File: config.mk
export PLATFORM = sky130hd
export DESIGN_NAME = pwl_temp_conv
export DESIGN_NICKNAME = d
export VERILOG_FILES = /design/src/rtl/pwl_temp_pkg.sv /design/src/rtl/pwl_temp_rom.sv /design/src/rtl/pwl_temp_div.sv /design/src/rtl/pwl_temp_conv.sv
export SDC_FILE = /design/constraint.sdc
export NUM_CORES = 1
export LEC_CHECK = 0
export ABC_CLOCK_PERIOD_IN_PS = 17500
export BUFFER_PORTS_ARGS = -buffer_cell sky130_fd_sc_hd__buf_2
export CORE_UTILIZATION = 55
export CTS_BUF_LIST = sky130_fd_sc_hd__clkbuf_4 sky130_fd_sc_hd__clkbuf_8
export DETAILED_ROUTE_END_ITERATION = 12
export PLACE_DENSITY_LB_ADDON = 0.25
export SYNTH_ARGS = -nofsm -noshare
export SYNTH_HDL_FRONTEND = slang
export SYNTH_SLANG_ARGS = --single-unit
File: constraint.sdc
create_clock -name clk -period 17.5 [get_ports clk]
set_input_delay 2.625 -clock clk [delete_from_list [all_inputs] [get_ports clk]]
set_output_delay 2.625 -clock clk [all_outputs]
set_load 0.05 [all_outputs]
File: src/rtl/pwl_temp_pkg.sv
package pwl_temp_pkg;

  typedef enum logic [1:0] {
    ST_IDLE   = 2'd0,
    ST_SEARCH = 2'd1,
    ST_DIV    = 2'd2
  } pwl_state_e;

  // Calibration code for table slot idx; the falling table mirrors the rising one.
  function automatic int entry_code(int idx, int base, int slope, int top, bit fall);
    int rise;
    rise = base + slope * idx + (idx * idx) / 4;
    return fall ? (top - rise) : rise;
  endfunction

  // Calibration temperature (millidegrees) for table slot idx.
  function automatic int entry_temp(int idx, int lo, int step);
    return lo + step * idx;
  endfunction

endpackage

File: src/rtl/pwl_temp_rom.sv
module pwl_temp_rom
  import pwl_temp_pkg::*;
#(
  parameter int N_ENT      = 34,
  parameter int IW         = 6,
  parameter int DATA_W     = 10,
  parameter int TEMP_W     = 32,
  parameter int TEMP_LO    = -40000,
  parameter int TEMP_STEP  = 5000,
  parameter int CODE_BASE  = 200,
  parameter int CODE_SLOPE = 16,
  parameter int CODE_TOP   = 1020
) (
  input  logic                     desc,
  input  logic [IW-1:0]            idx,
  output logic [DATA_W-1:0]        code_cur,
  output logic [DATA_W-1:0]        code_prev,
  output logic signed [TEMP_W-1:0] temp_cur,
  output logic signed [TEMP_W-1:0] temp_prev
);

  logic [DATA_W-1:0]        up_tab [N_ENT];
  logic [DATA_W-1:0]        dn_tab [N_ENT];
  logic signed [TEMP_W-1:0] t_tab  [N_ENT];

  generate
    for (genvar g = 0; g < N_ENT; g++) begin : g_ent
      assign up_tab[g] = DATA_W'(entry_code(g, CODE_BASE, CODE_SLOPE, CODE_TOP, 1'b0));
      assign dn_tab[g] = DATA_W'(entry_code(g, CODE_BASE, CODE_SLOPE, CODE_TOP, 1'b1));
      assign t_tab[g]  = TEMP_W'(entry_temp(g, TEMP_LO, TEMP_STEP));
    end
  endgenerate

  logic [IW-1:0] pidx;
  assign pidx = (idx == '0) ? '0 : idx - IW'(1);

  assign code_cur  = desc ? dn_tab[idx]  : up_tab[idx];
  assign code_prev = desc ? dn_tab[pidx] : up_tab[pidx];
  assign temp_cur  = t_tab[idx];
  assign temp_prev = t_tab[pidx];

endmodule

File: src/rtl/pwl_temp_div.sv
module pwl_temp_div #(
  parameter int NW = 23,
  parameter int DW = 10
) (
  input  logic          clk,
  input  logic          rst_n,
  input  logic          go,
  input  logic [NW-1:0] dividend,
  input  logic [DW-1:0] divisor,
  output logic [NW-1:0] quotient,
  output logic          fin
);

  localparam int CW = $clog2(NW + 1);

  logic          act_q, act_n;
  logic          fin_q, fin_n;
  logic [CW-1:0] cnt_q, cnt_n;
  logic [NW-1:0] dvd_q, dvd_n;
  logic [DW-1:0] dsr_q, dsr_n;
  logic [DW-1:0] rem_q, rem_n;
  logic [NW-1:0] quo_q, quo_n;

  logic [DW:0]   trial;
  logic          fits;
  logic [DW-1:0] rem_step;

  // One restoring step: shift next dividend bit into the partial remainder.
  always_comb begin
    trial    = {rem_q, dvd_q[NW-1]};
    fits     = trial >= {1'b0, dsr_q};
    rem_step = fits ? DW'(trial - {1'b0, dsr_q}) : trial[DW-1:0];
  end

  always_comb begin
    act_n = act_q;
    fin_n = 1'b0;
    cnt_n = cnt_q;
    dvd_n = dvd_q;
    dsr_n = dsr_q;
    rem_n = rem_q;
    quo_n = quo_q;
    if (go) begin
      act_n = 1'b1;
      cnt_n = CW'(NW);
      dvd_n = dividend;
      dsr_n = divisor;
      rem_n = '0;
      quo_n = '0;
    end else if (act_q) begin
      dvd_n = {dvd_q[NW-2:0], 1'b0};
      quo_n = {quo_q[NW-2:0], fits};
      rem_n = rem_step;
      cnt_n = cnt_q - CW'(1);
      if (cnt_q == CW'(1)) begin
        act_n = 1'b0;
        fin_n = 1'b1;
      end
    end
  end

  always_ff @(posedge clk or negedge rst_n) begin
    if (!rst_n) begin
      act_q <= 1'b0;
      fin_q <= 1'b0;
      cnt_q <= '0;
      dvd_q <= '0;
      dsr_q <= '0;
      rem_q <= '0;
      quo_q <= '0;
    end else begin
      act_q <= act_n;
      fin_q <= fin_n;
      cnt_q <= cnt_n;
      dvd_q <= dvd_n;
      dsr_q <= dsr_n;
      rem_q <= rem_n;
      quo_q <= quo_n;
    end
  end

  assign quotient = quo_q;
  assign fin      = fin_q;

endmodule

File: src/rtl/pwl_temp_conv.sv
module pwl_temp_conv
  import pwl_temp_pkg::*;
#(
  parameter int CODE_W     = 12,
  parameter int DATA_W     = 10,
  parameter int TEMP_W     = 32,
  parameter int N_ENT      = 34,
  parameter int TEMP_LO    = -40000,
  parameter int TEMP_STEP  = 5000,
  parameter int CODE_BASE  = 200,
  parameter int CODE_SLOPE = 16,
  parameter int CODE_TOP   = 1020
) (
  input  logic                     clk,
  input  logic                     rst_n,
  input  logic                     start,
  input  logic                     op_rev,
  input  logic                     desc,
  input  logic [CODE_W-1:0]        code_in,
  input  logic signed [TEMP_W-1:0] temp_in,
  output logic                     done,
  output logic                     invalid,
  output logic signed [TEMP_W-1:0] temp_out,
  output logic [DATA_W-1:0]        code_out
);

  localparam int IW      = $clog2(N_ENT);
  localparam int SW      = IW + 2;
  localparam int STEP_W  = $clog2(TEMP_STEP + 1);
  localparam int NUM_W   = STEP_W + DATA_W;
  localparam int TEMP_HI = TEMP_LO + TEMP_STEP * (N_ENT - 1);

  localparam logic [DATA_W-1:0] UP_FIRST =
    DATA_W'(entry_code(0, CODE_BASE, CODE_SLOPE, CODE_TOP, 1'b0));
  localparam logic [DATA_W-1:0] DN_LAST =
    DATA_W'(entry_code(N_ENT - 1, CODE_BASE, CODE_SLOPE, CODE_TOP, 1'b1));
  localparam logic signed [TEMP_W-1:0] T_LO = TEMP_W'(TEMP_LO);
  localparam logic signed [TEMP_W-1:0] T_HI = TEMP_W'(TEMP_HI);
  localparam logic signed [SW-1:0]     IDX_ONE  = SW'(1);
  localparam logic signed [SW-1:0]     IDX_LAST = SW'(N_ENT - 1);

  // Reset: asserted asynchronously, released on the clock.
  logic [1:0] rst_sync_q;
  logic       rst_i;

  always_ff @(posedge clk or negedge rst_n) begin
    if (!rst_n) rst_sync_q <= 2'b00;
    else        rst_sync_q <= {rst_sync_q[0], 1'b1};
  end
  assign rst_i = rst_sync_q[1];

  // State
  pwl_state_e               state_q, state_n;
  logic                     op_q, op_n;
  logic                     desc_q, desc_n;
  logic [DATA_W-1:0]        code_q, code_n;
  logic signed [TEMP_W-1:0] treq_q, treq_n;
  logic signed [SW-1:0]     low_q, low_n;
  logic signed [SW-1:0]     high_q, high_n;
  logic signed [TEMP_W-1:0] base_q, base_n;
  logic [NUM_W-1:0]         num_q, num_n;
  logic [DATA_W-1:0]        den_q, den_n;
  logic                     go_q, go_n;
  logic                     done_q, done_n;
  logic                     inv_q, inv_n;
  logic signed [TEMP_W-1:0] tout_q, tout_n;
  logic [DATA_W-1:0]        cout_q, cout_n;

  logic                     busy;
  logic [DATA_W-1:0]        code_m;
  logic                     unused_hi_bits;

  assign busy           = (state_q != ST_IDLE);
  assign code_m         = code_in[DATA_W-1:0];
  assign unused_hi_bits = ^code_in[CODE_W-1:DATA_W];

  // Search probe
  logic signed [SW-1:0]     mid_s;
  logic [DATA_W-1:0]        code_cur, code_prev;
  logic signed [TEMP_W-1:0] temp_cur, temp_prev;

  assign mid_s = (low_q + high_q) >>> 1;

  pwl_temp_rom #(
    .N_ENT(N_ENT), .IW(IW), .DATA_W(DATA_W), .TEMP_W(TEMP_W),
    .TEMP_LO(TEMP_LO), .TEMP_STEP(TEMP_STEP),
    .CODE_BASE(CODE_BASE), .CODE_SLOPE(CODE_SLOPE), .CODE_TOP(CODE_TOP)
  ) u_rom (
    .desc     (desc_q),
    .idx      (mid_s[IW-1:0]),
    .code_cur (code_cur),
    .code_prev(code_prev),
    .temp_cur (temp_cur),
    .temp_prev(temp_prev)
  );

  // Segment test and interpolation operands for the probed entry
  logic                     hit, go_up;
  logic [DATA_W-1:0]        delta, span;
  logic signed [TEMP_W-1:0] tstep;
  logic [NUM_W-1:0]         num_w;

  always_comb begin
    if (desc_q) begin
      hit   = (code_q >= code_cur) && (code_q < code_prev);
      go_up = (code_q < code_cur);
      delta = code_prev - code_q;
      span  = code_prev - code_cur;
    end else begin
      hit   = (code_q >= code_prev) && (code_q < code_cur);
      go_up = (code_q >= code_cur);
      delta = code_q - code_prev;
      span  = code_cur - code_prev;
    end
    tstep = temp_cur - temp_prev;
    num_w = NUM_W'(tstep) * NUM_W'(delta);
  end

  // Divider
  logic [NUM_W-1:0] quot;
  logic             div_fin;

  pwl_temp_div #(.NW(NUM_W), .DW(DATA_W)) u_div (
    .clk     (clk),
    .rst_n   (rst_i),
    .go      (go_q),
    .dividend(num_q),
    .divisor (den_q),
    .quotient(quot),
    .fin     (div_fin)
  );

  // Next-state logic
  logic reject;

  always_comb begin
    state_n = state_q;
    op_n    = op_q;
    desc_n  = desc_q;
    code_n  = code_q;
    treq_n  = treq_q;
    low_n   = low_q;
    high_n  = high_q;
    base_n  = base_q;
    num_n   = num_q;
    den_n   = den_q;
    go_n    = 1'b0;
    done_n  = 1'b0;
    inv_n   = inv_q;
    tout_n  = tout_q;
    cout_n  = cout_q;
    reject  = 1'b0;
    case (state_q)
      ST_IDLE: begin
        if (start) begin
          op_n   = op_rev;
          desc_n = desc;
          code_n = code_m;
          treq_n = temp_in;
          high_n = IDX_LAST;
          if (op_rev) begin
            low_n  = '0;
            reject = (temp_in < T_LO) || (temp_in > T_HI);
          end else begin
            low_n  = IDX_ONE;
            reject = desc ? (code_m < DN_LAST) : (code_m < UP_FIRST);
          end
          if (reject) begin
            done_n = 1'b1;
            inv_n  = 1'b1;
          end else begin
            state_n = ST_SEARCH;
          end
        end
      end
      ST_SEARCH: begin
        if (low_q > high_q) begin
          done_n  = 1'b1;
          inv_n   = 1'b1;
          state_n = ST_IDLE;
        end else if (op_q) begin
          if (treq_q == temp_cur) begin
            cout_n  = code_cur;
            inv_n   = 1'b0;
            done_n  = 1'b1;
            state_n = ST_IDLE;
          end else if (treq_q < temp_cur) begin
            high_n = mid_s - IDX_ONE;
          end else begin
            low_n = mid_s + IDX_ONE;
          end
        end else begin
          if (hit) begin
            base_n  = temp_prev;
            num_n   = num_w;
            den_n   = span;
            go_n    = 1'b1;
            state_n = ST_DIV;
          end else if (go_up) begin
            low_n = mid_s + IDX_ONE;
          end else begin
            high_n = mid_s - IDX_ONE;
          end
        end
      end
      ST_DIV: begin
        if (div_fin) begin
          tout_n  = base_q + $signed({{(TEMP_W - NUM_W){1'b0}}, quot});
          inv_n   = 1'b0;
          done_n  = 1'b1;
          state_n = ST_IDLE;
        end
      end
      default: state_n = ST_IDLE;
    endcase
  end

  // Registers
  always_ff @(posedge clk or negedge rst_i) begin
    if (!rst_i) begin
      state_q <= ST_IDLE;
      op_q    <= 1'b0;
      desc_q  <= 1'b0;
      code_q  <= '0;
      treq_q  <= '0;
      low_q   <= '0;
      high_q  <= '0;
      base_q  <= '0;
      num_q   <= '0;
      den_q   <= '0;
      go_q    <= 1'b0;
      done_q  <= 1'b0;
      inv_q   <= 1'b0;
      tout_q  <= '0;
      cout_q  <= '0;
    end else begin
      state_q <= state_n;
      op_q    <= op_n;
      desc_q  <= desc_n;
      code_q  <= code_n;
      treq_q  <= treq_n;
      low_q   <= low_n;
      high_q  <= high_n;
      base_q  <= base_n;
      num_q   <= num_n;
      den_q   <= den_n;
      go_q    <= go_n;
      done_q  <= done_n;
      inv_q   <= inv_n;
      tout_q  <= tout_n;
      cout_q  <= cout_n;
    end
  end

  assign done     = done_q;
  assign invalid  = inv_q;
  assign temp_out = tout_q;
  assign code_out = cout_q;

endmodule

Word-level counts from Yosys, hierarchy flattened
Memory sizes are Yosys's and may differ from the RTL's.
Cells that the tools add are included.
{ "totals": {"regBits": 247, "mem_bits_ro": 6656, "input_bits": 49, "memories": 6} }
{ "mem_list": {"columns": ["memory", "depth", "word_bits", "read_ports", "rd_ports_with_merged_regs", "write_ports", "line", "source"], "rows": [
  ["(no name shown)", 64, 32, 1, 0, 0, "pwl_temp_rom.sv:39", "assign temp_cur = t_tab[idx];"],
  ["(no name shown)", 64, 32, 1, 0, 0, "pwl_temp_rom.sv:40", "assign temp_prev = t_tab[pidx];"],
  ["(no name shown)", 64, 10, 1, 0, 0, "pwl_temp_rom.sv:38", "assign code_prev = desc ? dn_tab[pidx] : up_tab[pidx];"],
  ["(no name shown)", 64, 10, 1, 0, 0, "pwl_temp_rom.sv:37", "assign code_cur = desc ? dn_tab[idx] : up_tab[idx];"],
  ["(no name shown)", 64, 10, 1, 0, 0, "pwl_temp_rom.sv:37", null],
  ["(no name shown)", 64, 10, 1, 0, 0, "pwl_temp_rom.sv:38", null]
]} }
{ "classes": {"add_sub_neg": 12, "mul": 1, "order_cmp": 13, "eq_ne": 19, "muxes": 81, "bitwise_logic": 4, "n_reduce_logical": 16} }
{ "op_table": {"columns": ["cell", "count"], "rows": [
  ["$mux 10", 15],
  ["$mux 32", 4],
  ["$mux 8", 14],
  ["$mux 23", 4],
  ["$sub 10x10->10", 5],
  ["$add 32x24->32", 1],
  ["$eq 32x32->1", 1],
  ["$gt 32x18->1 const B", 1],
  ["$lt 32x17->1 const B", 1],
  ["$lt 32x32->1", 1],
  ["$pmux 8 s2", 2],
  ["$mux 1", 29],
  ["$ne 3x3->1 const B", 8],
  ["$mul 23x10->23", 1],
  ["$sub 23x23->23", 1],
  ["$ge 10x10->1", 2],
  ["$lt 10x10->1", 2],
  ["$ge 7x7->1 const B", 2],
  ["$mux 2", 7],
  ["$not 6->7", 2],
  ["$reduce_and 7->1", 2],
  ["$ge 11x10->1", 1],
  ["$lt 10x5->1 const B", 1],
  ["$lt 10x8->1 const B", 1],
  ["other kinds (27)", 38]
]} }

Longest topological paths before layout
Gate-level depths: netlist of the first run.
{ "depth": {"ltp_word": 15, "depth_mapped": 49, "ltp_nobuf": 45} }

Hierarchy
From an unflattened synthesis of the first run, not the netlist that was laid out.
{ "unflattened": {"cells_unflattened": 2827, "hier_area_um2": 24511.0} }
{ "by_module_without_submodules": {"columns": ["module", "n_inst", "cells_per_inst", "area_each_um2", "seq_area_each_um2"], "rows": [
  ["pwl_temp_conv", 1, 1986, 17753.3, 4354.2],
  ["pwl_temp_div", 1, 345, 3621.0, 1826.8],
  ["pwl_temp_rom", 1, 496, 3136.8, 0.0]
]} }

Least setup slack after synthesis of the first run
Ideal clock, no wire load.
{ "synth_timing": {"path_type": "register -> register", "start": "register low_q[2]", "end": "register num_q[22]", "setup_ns": 0.077, "arrival_time_ns": 10.352, "required_time_ns": 17.423, "path_slack_ns": 7.072, "stages_incl_launch_ff": 46, "synth_period_minus_slack_ns": 10.428, "path_cell_list": "dfrtp_1 ha_1 or2_1 o21a_1 xnor2_2 inv_2 clkbuf_1 buf_1 ha_1 buf_1 nor2b_1 xnor2_2 o21ai_2 buf_2 buf_2 a211oi_1 a21oi_1 o21ai_0 [... 10 more ...] fa_1 fa_1 inv_1 fa_1 fa_1 inv_1 fa_1 inv_1 ha_1 inv_1 o31ai_1 a21oi_1 nand2_1 a31oi_1 o21ai_0 a31oi_1 xnor3_1 o21ai_1"} }
{ "synth_between": {"elab_chain_cells": 12, "elab_cells_between_ends": 41} }
{ "synth_rtl": {"columns": ["element", "line", "source"], "rows": [
  ["start: declaration", "pwl_temp_conv.sv:58", "logic signed [SW-1:0] low_q, low_n;"],
  ["start signal: assignment", "pwl_temp_conv.sv:242", "low_q <= low_n;"],
  ["branches (longest 12 deep; another with $mul 23x10->23)", null, null],
  ["end signal: assignment", "pwl_temp_conv.sv:245", "num_q <= num_n;"],
  ["end: declaration", "pwl_temp_conv.sv:61", "logic [NUM_W-1:0] num_q, num_n;"]
]} }
Several ways; the timed one is not identified. The select of a mux whose other input is x is not followed.
A chain may end at the register's enable or synchronous reset.

Worst setup path after layout of the first run
{ "layout_timing": {"start": "register low_q[1]", "end": "register num_q[22]"} }
Same word-level chain as after synthesis.

==> results of run 1 <==
[through the flow]
stage                     util, %  std cells
after floorplan                 -       2427
after global placement       58.3       2947
after detailed placement     58.3       2947
after CTS                    60.6       3018
after global routing         60.6       3018
final                        60.6       3018
[state kept, by name (all words and copies together) (netlist names), 15 cells and up]
signal / cells
temp_out: 32
treq_q: 32
u_div.quotient: 23
num_q: 20
u_div.dvd_q: 20
base_q: 15
[worst paths after layout]
path / slack (ns) / from / to
worst max register to register: 5.02 / low_q[1] / num_q[22]
max in group asynchronous: 15.46 / rst_sync_q[1] / desc_q
worst min register to register: 0.35 / rst_sync_q[0] / rst_sync_q[1]
worst max-delay path: 5.02 / low_q[1] / num_q[22]
worst min-delay path: 0.35 / rst_sync_q[0] / rst_sync_q[1]
min in group asynchronous: 0.45 / rst_sync_q[1] / temp_out[6]
[cells by family after synthesis]
logic type	after synthesis	synth area share [%]
xor gates and xnor gates	110	4.95
other	1	0.0178
DFF	224	26.6
muxes	108	5.53
AOI/OAI and AO/OA	587	18.4
and+or+nand+nor	733	15.9
buffers and inverters	360	6.61
adders and majority gates	304	22.0
[layer usage]
layer	up-vias	share of wire (%)
li1	8422	-
met1	8628	43
met2	714	45
met3	143	7.5
met4	0	3.7
met5	-	0
[worst reg2reg max path, delay by kind of cell (launching register included)]
family	cells	cell delay, ns
compound gates	15	3.41
fa+ha+maj	9	4.20
simple gates	7	1.77
buf+inv	7	1.08
xor+xnor	4	1.50
flops	1	0.46
[cell type report]
type / instances / area (µm²) / share of cell area (%)
well taps: 511 / 639 / 2.80
flip-flops and latches: 224 / 5610 / 24.6
clock buffers: 61 / 764 / 3.35
clock inverters: 10 / 113 / 0.493
repair buffers: 122 / 691 / 3.02
multi-input cells: 1843 / 14100 / 61.7
inverters: 247 / 927 / 4.06
[cells in the final DEF, fill, tap and decap left out, types with 17 or more instances in the layout]
master / instances
clkbuf_8: 49
nor2_1: 214
nand2_1: 277
o211ai_1: 17
buf_2: 90
mux2_2: 49
a21o_1: 48
xor2_1: 33
o21ai_1: 27
nand4_1: 18
mux2i_1: 53
o21a_1: 27
inv_1: 243
o21ai_0: 162
fa_1: 110
xnor2_1: 69
a211oi_1: 20
nand3_1: 35
dfrtp_1: 220
ha_1: 194
nand2b_1: 41
nor3_1: 31
a31oi_1: 27
a21oi_1: 108
buf_4: 32
nor2b_1: 22
==> flow_summary.json, run 1 <==
{
  "clk_pin_slew_ns": 0.06,
  "cts_resized": 0,
  "grt_setup_unrepaired": "false",
  "timing.critical_path.fanout_max": 31,
  "die-height_um": 198,
  "cts_tree": "yes",
  "max_freq_mhz": 80.1,
  "yosysWarnings": 0,
  "status": "completed",
  "grt_pass1_vias": 17600,
  "drv_cap": 0,
  "antenna_found_initial": 0,
  "final_nets": 2832,
  "fillers": 3310,
  "drv_slew": 0,
  "top_usage_layer": "met2",
  "use_met3_pct": 4.84,
  "synthDistinctLibCells": 97,
  "setup_ws_ns": 5.02,
  "grt_pass1_wl_um": 91200,
  "syn-instance-count": 2427,
  "crit_top_cell": "fa_1",
  "slew_headroom_pct": 15.9,
  "syn_avg_cell_area_um2": 8.68,
  "die_area_um2": 39100,
  "cp-start-kind": "register",
  "cts_buffer_depth": 3,
  "portBuffers": 90,
  "worstSkewPairLatency_ns": 0.61,
  "holdWs_ns": 0.350,
  "critPathSlowestCell": "xnor2_1",
  "grt_max_degree": 89,
  "coreArea_um2": 37700,
  "hold_viol": 0,
  "skew_ns": 0.0528,
  "routedWlPerCell_um": 18.3,
  "viasPerCell": 5.93,
  "final_cell_area_um2": 22800,
  "hold_class": "register to register",
  "endpoint_kind": "register",
  "synth_common_cells": "277 x nand2_1, 243 x inv_1, 224 x dfrtp_1, 214 x nor2_1, 194 x ha_1",
  "critical_path_required_ns": 18.02,
  "syn-num-nets": 2780,
  "rr_worst_depth": 42,
  "routed_wl_um": 55300,
  "postPlaceCellArea_um2": 22000,
  "cp.arrival_ns": 13.00,
  "syn_area_um2": 21100,
  "gp_congestion": 0.966,
  "row_count": 71,
  "start_util_pct": 55.9,
  "cts_buffers": 41,
  "drtIter0Drc": 1124,
  "ios": 93,
  "synth_top_area_cell": "dfrtp_1",
  "tns_ns": 0,
  "syn2layout_area_growth_pct": 8.40,
  "grtUsageMet2_pct": 46.9,
  "async_flop_share_pct": 100,
  "synth-edff-count": 0,
  "tightest_slew_ns": 1.25,
  "pre_cts_ws_ns": 5.22,
  "path_delay_family": "adder cells",
  "overflow": 0,
  "root_buffer": "clkbuf_8",
  "holdBufCountCts": 0,
  "yosys.area.top_type_share_pct": 26.6,
  "drt.antenna.violating_nets": 0,
  "fin_crit_ns": 12.48,
  "n_antenna_cell": 0,
  "place_hpwl_um": 41700,
  "critPathMaxStageDelay_ns": 0.77,
  "htreeDepth": 2,
  "ys_seq_area_share_pct": 26.6,
  "drt_drc_violations_left": 0,
  "min_period_over_period_pct": 71.3,
  "vias": 17900,
  "track_usage_pct": 29.2,
  "synth_top_flop_cell": "dfrtp_1",
  "synth_most_common_cell": "nand2_1",
  "critical_path_class": "register to register",
  "post-cts-setup-buffers": 0,
  "synth_area_leaders": "dfrtp_1 27%, ha_1 12%, fa_1 10%, nand2_1 4.9%, inv_1 4.3%",
  "cts_sinks": 224,
  "setup_viol": 0,
  "drive_gt1_share_pct": 12.1,
  "grt_util_met1_pct": 39.6,
  "whs_path_depth": 0,
  "ys_seq_elements": 224,
  "path_buf_inv": 7,
  "cp.depth": 42,
  "drtPass1Iterations": 6,
  "dieWidth_um": 198
}
Power of run 1 is left out: the tool's default activity adds up to more than one toggle a clock period on the data nets, which glitch-free logic cannot reach.
==> inputs of run 2 (changes only) <==
- ABC_CLOCK_PERIOD_IN_PS: 17500 -> 12700
- clock period: 17.5 -> 12.7 ns (I/O delays scaled with it)
==> run 2 against run 1 <==
Against the previous run: setup slack got worse by 3.8 ns; clock skew decreased by 0.034 ns; non-clock buffer count grew 11; wire length is 0.15% higher; cell area increased by 0.78%; largest cell class unchanged.
==> flow_summary.json, run 2 (same netlist as run 1, synthesis figures left out) <==
{
  "skew_ns": 0.0191,
  "htreeDepth": 2,
  "highest_layer": "met4",
  "max_freq_mhz": 87.1,
  "critical_path_class": "register to register",
  "cts_tree": "yes",
  "cts_resized": 0,
  "hold_viol": 0,
  "wl_met1_um": 24800,
  "routedWlPerCell_um": 18.2,
  "worstSkewPairLatency_ns": 0.59,
  "rr_worst_depth": 41,
  "rr_endpoint": "num_q[22]",
  "fin_crit_ns": 11.47,
  "syn2layout_area_growth_pct": 9.24,
  "reg2reg_slack_ns": 1.23,
  "ios": 93,
  "cts_buffer_depth": 3,
  "die_area_um2": 39100,
  "gp_congestion": 0.964,
  "critPathSlowestCell": "nor2_1",
  "cts_sinks": 224,
  "root_buffer": "clkbuf_8",
  "place_hpwl_um": 42300,
  "cp-start-kind": "register",
  "cp.arrival_ns": 11.97,
  "critical_path_required_ns": 13.19,
  "drtPass1Iterations": 6,
  "status": "completed",
  "viasPerCell": 5.82,
  "cp.depth": 41,
  "setup_viol": 0,
  "tightest_slew_ns": 1.14,
  "coreArea_um2": 37700,
  "grt_max_degree": 89,
  "critPathMaxStageDelay_ns": 0.72,
  "row_count": 71,
  "tns_ns": 0,
  "timing.critical_path.fanout_max": 13,
  "drt.antenna.violating_nets": 0,
  "slew_headroom_pct": 23.3,
  "vias": 17700,
  "min_period_over_period_pct": 90.4,
  "drtIter0Drc": 1235,
  "post-cts-setup-buffers": 0,
  "holdBufCountCts": 0,
  "timing.rr.start": "high_q[0]",
  "hold_class": "register to async pin",
  "dr_wl_met2_um": 25100,
  "path_delay_family": "adder cells",
  "met3_length_um": 3800,
  "final_nets": 2843,
  "dieWidth_um": 198,
  "die-height_um": 198,
  "final_cell_mix": "277 x nand2_1, 243 x inv_1, 220 x dfrtp_1",
  "start_util_pct": 55.9,
  "crit_start": "high_q[0]",
  "track_usage_pct": 29.6,
  "layout_commonest_cell": "nand2_1",
  "overflow": 0,
  "path_buf_inv": 7,
  "antenna_found_initial": 2,
  "endpoint_kind": "register",
  "drive_gt1_share_pct": 12.6,
  "clk_pin_slew_ns": 0.06,
  "cp-endpoint": "num_q[22]",
  "routed_wl_um": 55400,
  "crit_top_cell": "fa_1",
  "portBuffers": 90,
  "drv_cap": 0,
  "drt_drc_violations_left": 0,
  "drv_slew": 0,
  "grt_pass1_vias": 17800,
  "cts_buffers": 41,
  "grt_setup_unrepaired": "false",
  "grt_pass1_wl_um": 92200
}
[run 2: cell types whose count changed in the layout (fill, tap and decap cells not counted)]
cell and delta:
buf_4 +11, bufinv_16 +2, clkbuf_8 +3, clkbuf_4 -4, diode_2 +2, clkinv_4 +1
clkinv_2 +2
[run 2: layout make-up]
type / instances / area [µm²]
fill: 3351 / 14600
clock buffer: 60 / 776
multi-input combinational: 1843 / 14100
tap: 511 / 639
sequential: 224 / 5610
inverter: 247 / 927
antenna: 2 / 5.00
clock inverter: 15 / 191
timing repair buffer: 133 / 773
[run 2: per-stage QoR]
stage / cell area, µm² / hold WS [ns] / cells / setup WS, ns / utilization, %
6_report: 23000 / 0.257 / 3035 / 1.23 / 61.1
5_1_grt: 23000 / 0.308 / 3034 / 0.660 / 61.1
4_1_cts: 23000 / 0.271 / 3033 / 1.44 / 61.1
3_5_place_dp: 22000 / 0.277 / 2958 / 1.46 / 58.5
3_3_place_gp: 22000 / 0.275 / 2958 / 1.57 / 58.5
2_1_floorplan: 21100 / 0.331 / 2427 / 2.27 / -
[run 2: worst register-to-register path: cells and delay by family, from the launching register on]
kind,cells,cell delay [ns]
adders and majority gates,10,4.31
AOI/OAI and AO/OA,13,2.52
buffers and inverters,7,0.83
xor gates and xnor gates,4,1.18
DFF,1,0.39
and+or+nand+nor,6,1.93
muxes,1,0.20
[run 2: layer usage]
layer | track usage [%] | up-vias
met5 | 0 | -
met4 | 10.6 | 0
met3 | 4.65 | 115
met2 | 47.2 | 612
met1 | 40.8 | 8486
li1 | - | 8452
[run 2: how the worst min path moves through the flow]
stage | startpoint | end | cells after the start
floorplan | rst_sync_q[0] | rst_sync_q[1] | 0
global placement | rst_sync_q[1] | temp_out[5] | 0
detailed placement | rst_sync_q[1] | temp_out[4] | 0
CTS | rst_sync_q[1] | temp_out[12] | 0
global route | rst_sync_q[1] | temp_out[8] | 0
finish | rst_sync_q[1] | temp_out[8] | 0
Power of run 2 is left out for the same reason.
